--- config.mk ---
export PLATFORM = sky130hd
export DESIGN_NAME = board_ctl_regs
export DESIGN_NICKNAME = d
export VERILOG_FILES = /design/src/rtl/bcr_pkg.sv /design/src/rtl/bcr_store.sv /design/src/rtl/bcr_irq_agg.sv /design/src/rtl/bcr_slot.sv /design/src/rtl/board_ctl_regs.sv
export SDC_FILE = /design/constraint.sdc
export NUM_CORES = 1
export LEC_CHECK = 0
export ABC_CLOCK_PERIOD_IN_PS = 10900
export CORE_ASPECT_RATIO = 1.25
export CORE_MARGIN = 3
export CORE_UTILIZATION = 64
export DETAILED_ROUTE_END_ITERATION = 12
export PLACE_DENSITY = 0.89
export SYNTH_ARGS = -nofsm -noshare
export SYNTH_HDL_FRONTEND = slang
export SYNTH_SLANG_ARGS = --single-unit
export TNS_END_PERCENT = 10
--- constraint.sdc ---
create_clock -name clk -period 10.9 [get_ports clk]
set_clock_uncertainty 0.2 [all_clocks]
set_input_delay 3.27 -clock clk [delete_from_list [all_inputs] [get_ports clk]]
set_output_delay 3.27 -clock clk [all_outputs]
set_load 0.1 [all_outputs]
--- src/rtl/bcr_pkg.sv ---
package bcr_pkg;

    localparam int DW         = 32;
    localparam int AW         = 8;
    localparam int NIRQ       = 16;
    localparam int NSTORE     = 8;
    localparam int NSLOT      = 2;
    localparam int SLOT_WBITS = 5;
    localparam int CD_BIT     = 5;
    localparam int RDY_BIT    = 10;
    localparam int IDXW       = $clog2(NSTORE);

    localparam logic [DW-1:0] IRQ_WMASK = 32'h000F_EEFF;

    typedef enum logic [2:0] {
        K_NONE,
        K_STORE,
        K_EN,
        K_PEND,
        K_SLOT
    } reg_kind_e;

    typedef struct packed {
        reg_kind_e       kind;
        logic [IDXW-1:0] idx;
    } reg_sel_t;

    function automatic reg_sel_t bcr_decode(input logic [AW-1:0] a);
        reg_sel_t s;
        s.kind = K_STORE;
        s.idx  = '0;
        case (a)
            8'h10: s.idx = IDXW'(0);
            8'h14: s.idx = IDXW'(1);
            8'h40: s.idx = IDXW'(2);
            8'h60: s.idx = IDXW'(3);
            8'h80: s.idx = IDXW'(4);
            8'h84: s.idx = IDXW'(5);
            8'h88: s.idx = IDXW'(6);
            8'h90: s.idx = IDXW'(7);
            8'hC0: s.kind = K_EN;
            8'hD0: s.kind = K_PEND;
            8'hE0: s.kind = K_SLOT;
            8'hE4: begin s.kind = K_SLOT; s.idx = IDXW'(1); end
            default: s.kind = K_NONE;
        endcase
        return s;
    endfunction

    function automatic logic [DW-1:0] slot_word(input logic [SLOT_WBITS-1:0] lo,
                                                input logic cd_n);
        logic [DW-1:0] w;
        w = '0;
        w[RDY_BIT] = 1'b1;
        w[CD_BIT]  = cd_n;
        w[SLOT_WBITS-1:0] = lo;
        return w;
    endfunction

endpackage

--- src/rtl/bcr_store.sv ---
module bcr_store #(
    parameter int DW = 32,
    parameter int N  = 8
) (
    input  logic                 clk,
    input  logic                 rst,
    input  logic [N-1:0]         we,
    input  logic [DW-1:0]        wdata,
    output logic [N-1:0][DW-1:0] q
);
    for (genvar i = 0; i < N; i++) begin : g_word
        always_ff @(posedge clk) begin
            if (rst)        q[i] <= '0;
            else if (we[i]) q[i] <= wdata;
        end
    end
endmodule

--- src/rtl/bcr_irq_agg.sv ---
module bcr_irq_agg #(
    parameter int            DW    = 32,
    parameter int            NIRQ  = 16,
    parameter logic [DW-1:0] WMASK = 32'h000F_EEFF
) (
    input  logic            clk,
    input  logic            rst,
    input  logic [NIRQ-1:0] irq_in,
    input  logic            en_we,
    input  logic            pend_we,
    input  logic [DW-1:0]   wdata,
    output logic [DW-1:0]   en_q,
    output logic [DW-1:0]   pend_q,
    output logic [NIRQ-1:0] in_q,
    output logic            irq_out
);
    logic [NIRQ-1:0] rise;
    logic [DW-1:0]   hw_set;
    logic [DW-1:0]   pend_base;

    assign rise      = irq_in & ~in_q;
    assign hw_set    = DW'(rise) & en_q;
    assign pend_base = pend_we ? (wdata & WMASK) : pend_q;

    always_ff @(posedge clk) begin
        if (rst) begin
            in_q   <= '0;
            en_q   <= '0;
            pend_q <= '0;
        end else begin
            in_q   <= irq_in;
            if (en_we) en_q <= wdata & WMASK;
            pend_q <= pend_base | hw_set;
        end
    end

    assign irq_out = |(pend_q & en_q);

    // filtered bits never become set
    a_r3_en_filtered: assert property (@(posedge clk) disable iff (rst)
        (en_q & ~WMASK) == '0);
    a_r3_pend_filtered: assert property (@(posedge clk) disable iff (rst)
        (pend_q & ~WMASK) == '0);

    // without a software write, new pending bits only where enabled
    a_r4_masked_rise_lost: assert property (@(posedge clk) disable iff (rst)
        !pend_we |=> ((pend_q & ~$past(pend_q) & ~$past(en_q)) == '0));

    // hardware set survives a simultaneous software write
    a_r5_hw_set_wins: assert property (@(posedge clk) disable iff (rst)
        pend_we |=> (($past(DW'(irq_in & ~in_q) & en_q) & ~pend_q) == '0));

    // pending bits only clear through a software write
    a_r10_sticky: assert property (@(posedge clk) disable iff (rst)
        !pend_we |=> (($past(pend_q) & ~pend_q) == '0));
endmodule

--- src/rtl/bcr_slot.sv ---
module bcr_slot #(
    parameter int DW    = 32,
    parameter int WBITS = 5
) (
    input  logic          clk,
    input  logic          rst,
    input  logic          we,
    input  logic [DW-1:0] wdata,
    input  logic          cd_src,
    output logic [DW-1:0] word
);
    logic [WBITS-1:0] lo;

    always_ff @(posedge clk) begin
        if (rst)     lo <= '0;
        else if (we) lo <= wdata[WBITS-1:0];
    end

    assign word = bcr_pkg::slot_word(lo, ~cd_src);

    // writable field only moves on a write to this socket word
    a_r8_lo_hold: assert property (@(posedge clk) disable iff (rst)
        !we |=> $stable(word[WBITS-1:0]));
endmodule

--- src/rtl/board_ctl_regs.sv ---
module board_ctl_regs
    import bcr_pkg::*;
#(
    parameter int SLOT0_SRC = 9,
    parameter int SLOT1_SRC = 13
) (
    input  logic            clk,
    input  logic            rst,
    input  logic [AW-1:0]   bus_addr,
    input  logic            bus_we,
    input  logic [DW-1:0]   bus_wdata,
    output logic [DW-1:0]   bus_rdata,
    input  logic [NIRQ-1:0] irq_lines,
    output logic            host_irq
);
    localparam int SLOT_SRC [NSLOT] = '{SLOT0_SRC, SLOT1_SRC};

    reg_sel_t                  sel;
    logic [NSTORE-1:0]         store_we;
    logic [NSTORE-1:0][DW-1:0] store_q;
    logic [NSLOT-1:0]          slot_we;
    logic [NSLOT-1:0][DW-1:0]  slot_w;
    logic [DW-1:0]             en_q;
    logic [DW-1:0]             pend_q;
    logic [NIRQ-1:0]           in_q;

    assign sel = bcr_decode(bus_addr);

    always_comb begin
        store_we = '0;
        slot_we  = '0;
        if (bus_we && sel.kind == K_STORE) store_we[sel.idx] = 1'b1;
        if (bus_we && sel.kind == K_SLOT)  slot_we[sel.idx[0]] = 1'b1;
    end

    bcr_store #(.DW(DW), .N(NSTORE)) i_store (
        .clk   (clk),
        .rst   (rst),
        .we    (store_we),
        .wdata (bus_wdata),
        .q     (store_q)
    );

    bcr_irq_agg #(.DW(DW), .NIRQ(NIRQ), .WMASK(IRQ_WMASK)) i_irq (
        .clk     (clk),
        .rst     (rst),
        .irq_in  (irq_lines),
        .en_we   (bus_we && sel.kind == K_EN),
        .pend_we (bus_we && sel.kind == K_PEND),
        .wdata   (bus_wdata),
        .en_q    (en_q),
        .pend_q  (pend_q),
        .in_q    (in_q),
        .irq_out (host_irq)
    );

    for (genvar g = 0; g < NSLOT; g++) begin : g_slot
        bcr_slot #(.DW(DW), .WBITS(SLOT_WBITS)) i_slot (
            .clk    (clk),
            .rst    (rst),
            .we     (slot_we[g]),
            .wdata  (bus_wdata),
            .cd_src (in_q[SLOT_SRC[g]]),
            .word   (slot_w[g])
        );

        // card-detect bit is the inverted line from one edge earlier
        a_r7_cd_follows: assert property (@(posedge clk) disable iff (rst)
            !rst |=> (slot_w[g][CD_BIT] == !$past(irq_lines[SLOT_SRC[g]])));
    end

    always_comb begin
        case (sel.kind)
            K_STORE: bus_rdata = store_q[sel.idx];
            K_EN:    bus_rdata = en_q;
            K_PEND:  bus_rdata = pend_q;
            K_SLOT:  bus_rdata = slot_w[sel.idx[0]];
            default: bus_rdata = '0;
        endcase
    end

    // after an enable write the request reflects the new enable word
    a_r6_irq_after_en_write: assert property (@(posedge clk) disable iff (rst)
        (bus_we && sel.kind == K_EN) |=>
            (host_irq == |(pend_q & $past(bus_wdata) & IRQ_WMASK)));
endmodule

==> impl_metrics.json, run 1 <==
{
  "antenna_found_initial": 1,
  "initial_core_util": 0.657,
  "r2r_setup_slack_ns": 9.88,
  "ir_drop_uv": 156,
  "p_leak_nw": 5.62,
  "worst-path-max-fanout": 14,
  "async_flop_share": 0,
  "register_area_um2": 6330,
  "critPathLaunchType": "input port",
  "avgSynthCellArea_um2": 7.99,
  "cts_sinks": 316,
  "cts_buffer_depth": 3,
  "drt-wirelength-per-cell_um": 19.9,
  "drt_pass1_iterations": 7,
  "clk_pin_slew_ns": 0.06,
  "num-fill-cells": 1445,
  "cp_data_required_time_ns": 7.43,
  "vias": 13500,
  "clkLatencyLatePin_ns": 0.56,
  "fin_crit_ns": 10.00,
  "cts_made_buffers": 31,
  "rows": 60,
  "multi_input_area_um2": 7240,
  "grt_pass1_wl_um": 66200,
  "gp_congestion": 0.870,
  "area_delta_synth_final_pct": 15.4,
  "final_net_count": 1835,
  "hp-class": "reg -> reg",
  "ys_types": 62,
  "htreeDepth": 1,
  "io_buffer_count": 89,
  "synth_ff_type": "dfxtp_1",
  "root_buffer": "clkbuf_16",
  "post-route-drc-count": 0,
  "relSlewSlack": 0.156,
  "crit_path_cell_trace": "clkdlybuf4s50_1, xnor2_1, a2111oi_4, o21ai_2, buf_4, mux2_2, o31ai_1, buf_12",
  "cts_tree": "built",
  "grt_usage": 0.327,
  "ys_warn_count": 0,
  "post_drt_via_cell_ratio": 6.47,
  "die_width_um": 140,
  "drtIter0Drc": 1446,
  "tightest_slew_ns": 1.27,
  "timing.fmax_ghz": 0.100,
  "final.period_utilization": 0.918,
  "synth_cells": 1790,
  "dp_hpwl_um": 24800,
  "rsz0062_at_grt": "false",
  "max-cap-violations": 0,
  "gr-total-overflow": 0,
  "io_pins": 92,
  "synth_area_um2": 14300,
  "drv_slew": 0,
  "holdWs_ns": 0.252,
  "arrival_ns": 6.53,
  "setup.worst_path.end_class": "output pin",
  "grt_pass1_vias": 13100,
  "grt_max_degree": 199,
  "cts_setup_buffers": 0,
  "synth-edff-count": 0,
  "wirelength_um": 41400,
  "seq_area_frac_synth": 0.443,
  "ant_nets": 0,
  "cp_slowest_cell": "clkdlybuf4s50_1",
  "cts_hold_buffers": 0,
  "layout-drive-gt1-share": 0.101,
  "dieArea_um2": 24200,
  "finalHoldViolations": 0,
  "status": "finished clean",
  "ys_ff_latch": 316,
  "max_stage_delay_ns": 0.69,
  "antenna_cells": 0,
  "syn_nets": 1849,
  "crit_type": "in -> out",
  "cts_resized": 0,
  "setup_viol": 0,
  "p_per_area_nw_per_um2": 148,
  "die_h_um": 173,
  "fin_tns_setup_ns": 0,
  "core_um2": 21800
}
## power breakdown
group | leakage (nW) | internal (W) | switching, W | total [W]
sequential | 2.55 | 0.00116 | 0.00000182 | 0.00116
combinational | 2.54 | 0.0000425 | 0.0000884 | 0.000131
clock | 0.530 | 0.000693 | 0.000450 | 0.00114
total | 5.62 | 0.00189 | 0.000540 | 0.00243
## final cells by class
| class | instances | area share |
|---|---|---|
| clock buffer | 46 | 0.0553 |
| clock inverter | 10 | 0.0109 |
| inverter | 3 | 0.000683 |
| multi-input combinational | 1300 | 0.439 |
| sequential | 316 | 0.384 |
| tap | 279 | 0.0212 |
| timing repair buffer | 124 | 0.0895 |
## layer usage
metal  vias to the layer above  GRT usage  wire length [um]
li1                       6080          -                 -
met1                      6349      0.392             15100
met2                       839      0.555             19900
met3                       184     0.0664              4440
met4                         2      0.166              2030
met5                         -          0                11
## cell usage in the layout, fill, tap and decap left out, types with 24 or more instances in the layout
master,synthesis,routed
buf_4,2,34
dfxtp_1,316,316
buf_12,0,33
mux2_2,24,24
nor2_1,103,98
o22ai_1,27,27
o211ai_1,32,32
clkbuf_16,0,31
a21oi_1,237,237
mux2i_1,108,108
nand2_1,520,520
clkdlybuf4s50_1,0,53
## registers in the layout, summed over array words and instances, names as in the netlist
register          flops
g_slot.i_slot.lo     10
i_irq.in_q           14
i_irq.en_q           18
i_store.q           256
i_irq.pend_q         18
## worst max-delay path: cells and delay by family
family / cells / cell delay [ns]
muxes: 1 / 0.35
xor gates and xnor gates: 1 / 0.53
AOI/OAI and AO/OA: 3 / 1.13
buffers and inverters: 3 / 1.25
## synthesized netlist by cell type (all sizes together), types with 3 or more instances
cell type / instances / area, um^2
a31oi: 14 / 87.6
o211ai: 32 / 240
o311ai: 5 / 43.8
a22oi: 20 / 150
inv: 3 / 11.3
and3: 7 / 43.8
buf: 77 / 414
nand2b: 4 / 25.0
nor3b: 3 / 22.5
a22o: 16 / 140
and2: 11 / 68.8
a211oi: 3 / 35.0
nand2: 521 / 1960
a21boi: 5 / 37.5
a32oi: 3 / 26.3
or4: 4 / 30.0
o31ai: 13 / 97.6
nand3b: 16 / 120
o21ai: 13 / 76.3
nor4: 6 / 73.8
a2111oi: 3 / 63.8
nor2: 103 / 387
mux2: 24 / 270
clkbuf: 94 / 353
nor4b: 5 / 43.8
a21oi: 238 / 1190
nor3: 34 / 235
nand4: 4 / 25.0
mux2i: 108 / 1080
or2: 3 / 18.8
nor2b: 17 / 106
a221oi: 14 / 123
nand3: 7 / 35.0
o22ai: 27 / 169
dfxtp: 316 / 6330
## through the flow
step                utilization  instance area (um^2)  setup slack, ns  power, W  std cells
global placement          0.707                 15400             1.01   0.00131       2022
finish                    0.758                 16500            0.898   0.00243       2078
floorplan                     -                 14300            0.531   0.00127       1790
detailed placement        0.707                 15400            0.979   0.00131       2022
global route              0.758                 16500            0.795   0.00249       2078
CTS                       0.758                 16500            0.969   0.00243       2078
## final timing paths
path                                startpoint                to  depth (start not counted)
worst max register to register  i_irq.in_q[13]  i_irq.pend_q[13]                          2
worst max-delay path               bus_addr[7]      bus_rdata[5]                          8
worst min-delay path            i_store.q[238]    i_store.q[238]                          2
worst min register to register  i_store.q[238]    i_store.q[238]                          2
## kinds of logic (layout without fill, tap and decap cells)
kind of cell,after synthesis,in the layout,share of synthesized area
AOI/OAI and AO/OA,412,412,0.178
xor gates and xnor gates,2,2,0.00123
buffers and inverters,174,183,0.0544
DFF,316,316,0.443
muxes,132,132,0.0945
and+or+nand+nor,754,754,0.229
Power figures use the tool's default switching activity.
==> inputs of run 2 (changes only) <==
--- a/config.mk
+++ b/config.mk
@@ -5,12 +5,13 @@
 export SDC_FILE = /design/constraint.sdc
 export NUM_CORES = 1
 export LEC_CHECK = 0
-export ABC_CLOCK_PERIOD_IN_PS = 10900
+export ABC_CLOCK_PERIOD_IN_PS = 9780
 export CORE_ASPECT_RATIO = 1.25
 export CORE_MARGIN = 3
-export CORE_UTILIZATION = 64
+export CORE_UTILIZATION = 59
+export CTS_CLUSTER_SIZE = 28
 export DETAILED_ROUTE_END_ITERATION = 12
-export PLACE_DENSITY = 0.89
+export PLACE_DENSITY = 0.84
 export SYNTH_ARGS = -nofsm -noshare
 export SYNTH_HDL_FRONTEND = slang
 export SYNTH_SLANG_ARGS = --single-unit
==> constraint.sdc (replaced) <==
create_clock -name clk -period 9.78 [get_ports clk]
set_clock_uncertainty 0.2 [all_clocks]
set_input_delay 2.934 -clock clk [delete_from_list [all_inputs] [get_ports clk]]
set_output_delay 2.934 -clock clk [all_outputs]
set_load 0.1 [all_outputs]
==> run 2 against run 1 <==
Compared with the run above: power increased by 14%; clock-buffer cell count up 1; non-clock buffer count increased by 4; worst hold slack worse by 0.00091 ns; flip-flop and latch count is the same; global-route usage shrank 2.5 points; sequential share of layout area fell by 0.30 points; wire length down 0.94%; cell count increased by 2.5%; die area rose by 8.1%; via count decreased by 2.2%; core utilization shrank 5.9 points; critical path type unchanged; largest cell class unchanged.
==> impl_metrics.json, run 2 (synthesized netlist as in run 1, its figures left out) <==
{
  "finalHoldViolations": 0,
  "io_buffer_count": 89,
  "grt_max_degree": 168,
  "p_per_area_nw_per_um2": 167,
  "root_buffer": "clkbuf_16",
  "drt_pass1_iterations": 6,
  "dieArea_um2": 26100,
  "clkLatencyLatePin_ns": 0.50,
  "post_drt_via_cell_ratio": 6.18,
  "final_util": 0.698,
  "gp_congestion": 0.849,
  "tightest_slew_ns": 1.26,
  "ant_nets": 0,
  "critPathLaunchType": "input port",
  "cts_made_buffers": 34,
  "worst-path-buf-inv": 4,
  "cts_hold_buffers": 0,
  "final_common_cell": "nand2_1",
  "placedCellCount": 2072,
  "area_delta_synth_final_pct": 16.3,
  "max-cap-violations": 0,
  "setup_viol": 0,
  "grt_pass1_wl_um": 66000,
  "io_pins": 92,
  "cts_sinks": 316,
  "max_stage_delay_ns": 0.88,
  "layout_common_cells": "520 x nand2_1, 316 x dfxtp_1, 237 x a21oi_1",
  "grt_usage": 0.301,
  "fin_crit_ns": 9.35,
  "final_net_count": 1842,
  "dpl_worst_slack_ns": 0.542,
  "layout-drive-gt1-share": 0.103,
  "cts_setup_buffers": 0,
  "arrival_ns": 6.21,
  "top_regs": "i_store.q x256, i_irq.en_q x18, i_irq.pend_q x18",
  "status": "finished clean",
  "crit_path_cell_trace": "clkdlybuf4s50_1, buf_4, nor4b_1, a211oi_1, a21oi_2, buf_4, nor3_1, o31ai_1, buf_12",
  "wirelength_um": 41100,
  "core_um2": 23800,
  "largest_register": "i_store.q",
  "cts_buffer_depth": 3,
  "initial_core_util": 0.600,
  "cts_resized": 0,
  "num-fill-cells": 1806,
  "cp_common_cell": "buf_4",
  "timing.fmax_ghz": 0.107,
  "cp_slowest_cell": "clkdlybuf4s50_1",
  "fin_ws_ns": 0.431,
  "die_h_um": 180,
  "vias": 13200,
  "fin_tns_setup_ns": 0,
  "stdcell_count": 2130,
  "drt-wirelength-per-cell_um": 19.3,
  "drtIter0Drc": 1342,
  "final.period_utilization": 0.956,
  "die_width_um": 145,
  "grt_pass1_vias": 13000,
  "hp-class": "reg -> reg",
  "setup.worst_path.end_class": "output pin",
  "relSlewSlack": 0.159,
  "crit_type": "in -> out",
  "htreeDepth": 2,
  "largest_register_ffs": 256,
  "dp_hpwl_um": 25100,
  "ir_drop_uv": 160,
  "p_total_w": 0.00278,
  "post-route-drc-count": 0,
  "gr-total-overflow": 0,
  "antenna_found_initial": 0,
  "clk_pin_slew_ns": 0.06,
  "cp_data_required_time_ns": 6.65,
  "antenna_cells": 0,
  "r2r_setup_slack_ns": 8.76,
  "rows": 63,
  "drv_slew": 0,
  "rsz0062_at_grt": "false",
  "cts_tree": "built",
  "worst-path-max-fanout": 16,
  "p_leak_nw": 5.67,
  "cp_top_family": "buffers and inverters"
}
==> run 2: cell count changes in the layout (fill, tap and decap cells not counted), sizes merged <==
| cell | previous run | this run |
|---|---|---|
| buf | 71 | 75 |
| clkinvlp | 2 | 0 |
| clkinv | 3 | 4 |
| inv | 3 | 5 |
| clkbuf | 46 | 47 |
==> run 2: stage by stage <==
stage | cell area (um^2) | hold WS (ns)
detailed placement | 15500 | 0.242
floorplan | 14300 | 0.232
finish | 16600 | 0.251
CTS | 16600 | 0.250
global placement | 15500 | 0.238
global route | 16600 | 0.259
==> run 2: worst min-delay path, cell delays in order (launching register included) <==
cell     delay, ns
dfxtp_1       0.30
nand2_1       0.05
a21oi_1       0.05
==> run 2: layout make-up <==
cell class,instances,area [um^2],share of cell area
well taps,325,407,0.0245
inverters,3,11.3,0.000677
repair buffers,128,1490,0.0899
multi-input cells,1300,7240,0.435
clock inverters,11,188,0.0113
clock buffers,47,961,0.0578
flip-flops and latches,316,6330,0.380
==> run 2: final timing paths <==
path,from,endpoint,cells past startpoint
setup / recovery,bus_addr[6],bus_rdata[14],9
hold / removal,i_store.q[237],i_store.q[237],2
setup reg to reg,i_irq.in_q[13],i_irq.pend_q[13],2
hold reg to reg,i_store.q[237],i_store.q[237],2
==> run 2: routing by layer <==
metal / GRT usage / share of wire / wire (um) / vias up
met5: 0 / 0 / 0 / -
met4: 0.120 / 0.036 / 1480 / 0
met3: 0.0508 / 0.092 / 3760 / 140
met2: 0.512 / 0.49 / 20000 / 720
met1: 0.383 / 0.39 / 15800 / 6201
li1: - / - / - / 6095
==> run 2: power by group <==
| group | internal [W] | total, W | switching [W] |
|---|---|---|---|
| clock | 0.000819 | 0.00134 | 0.000516 |
| sequential | 0.00129 | 0.00129 | 0.00000206 |
| combinational | 0.0000478 | 0.000146 | 0.0000986 |
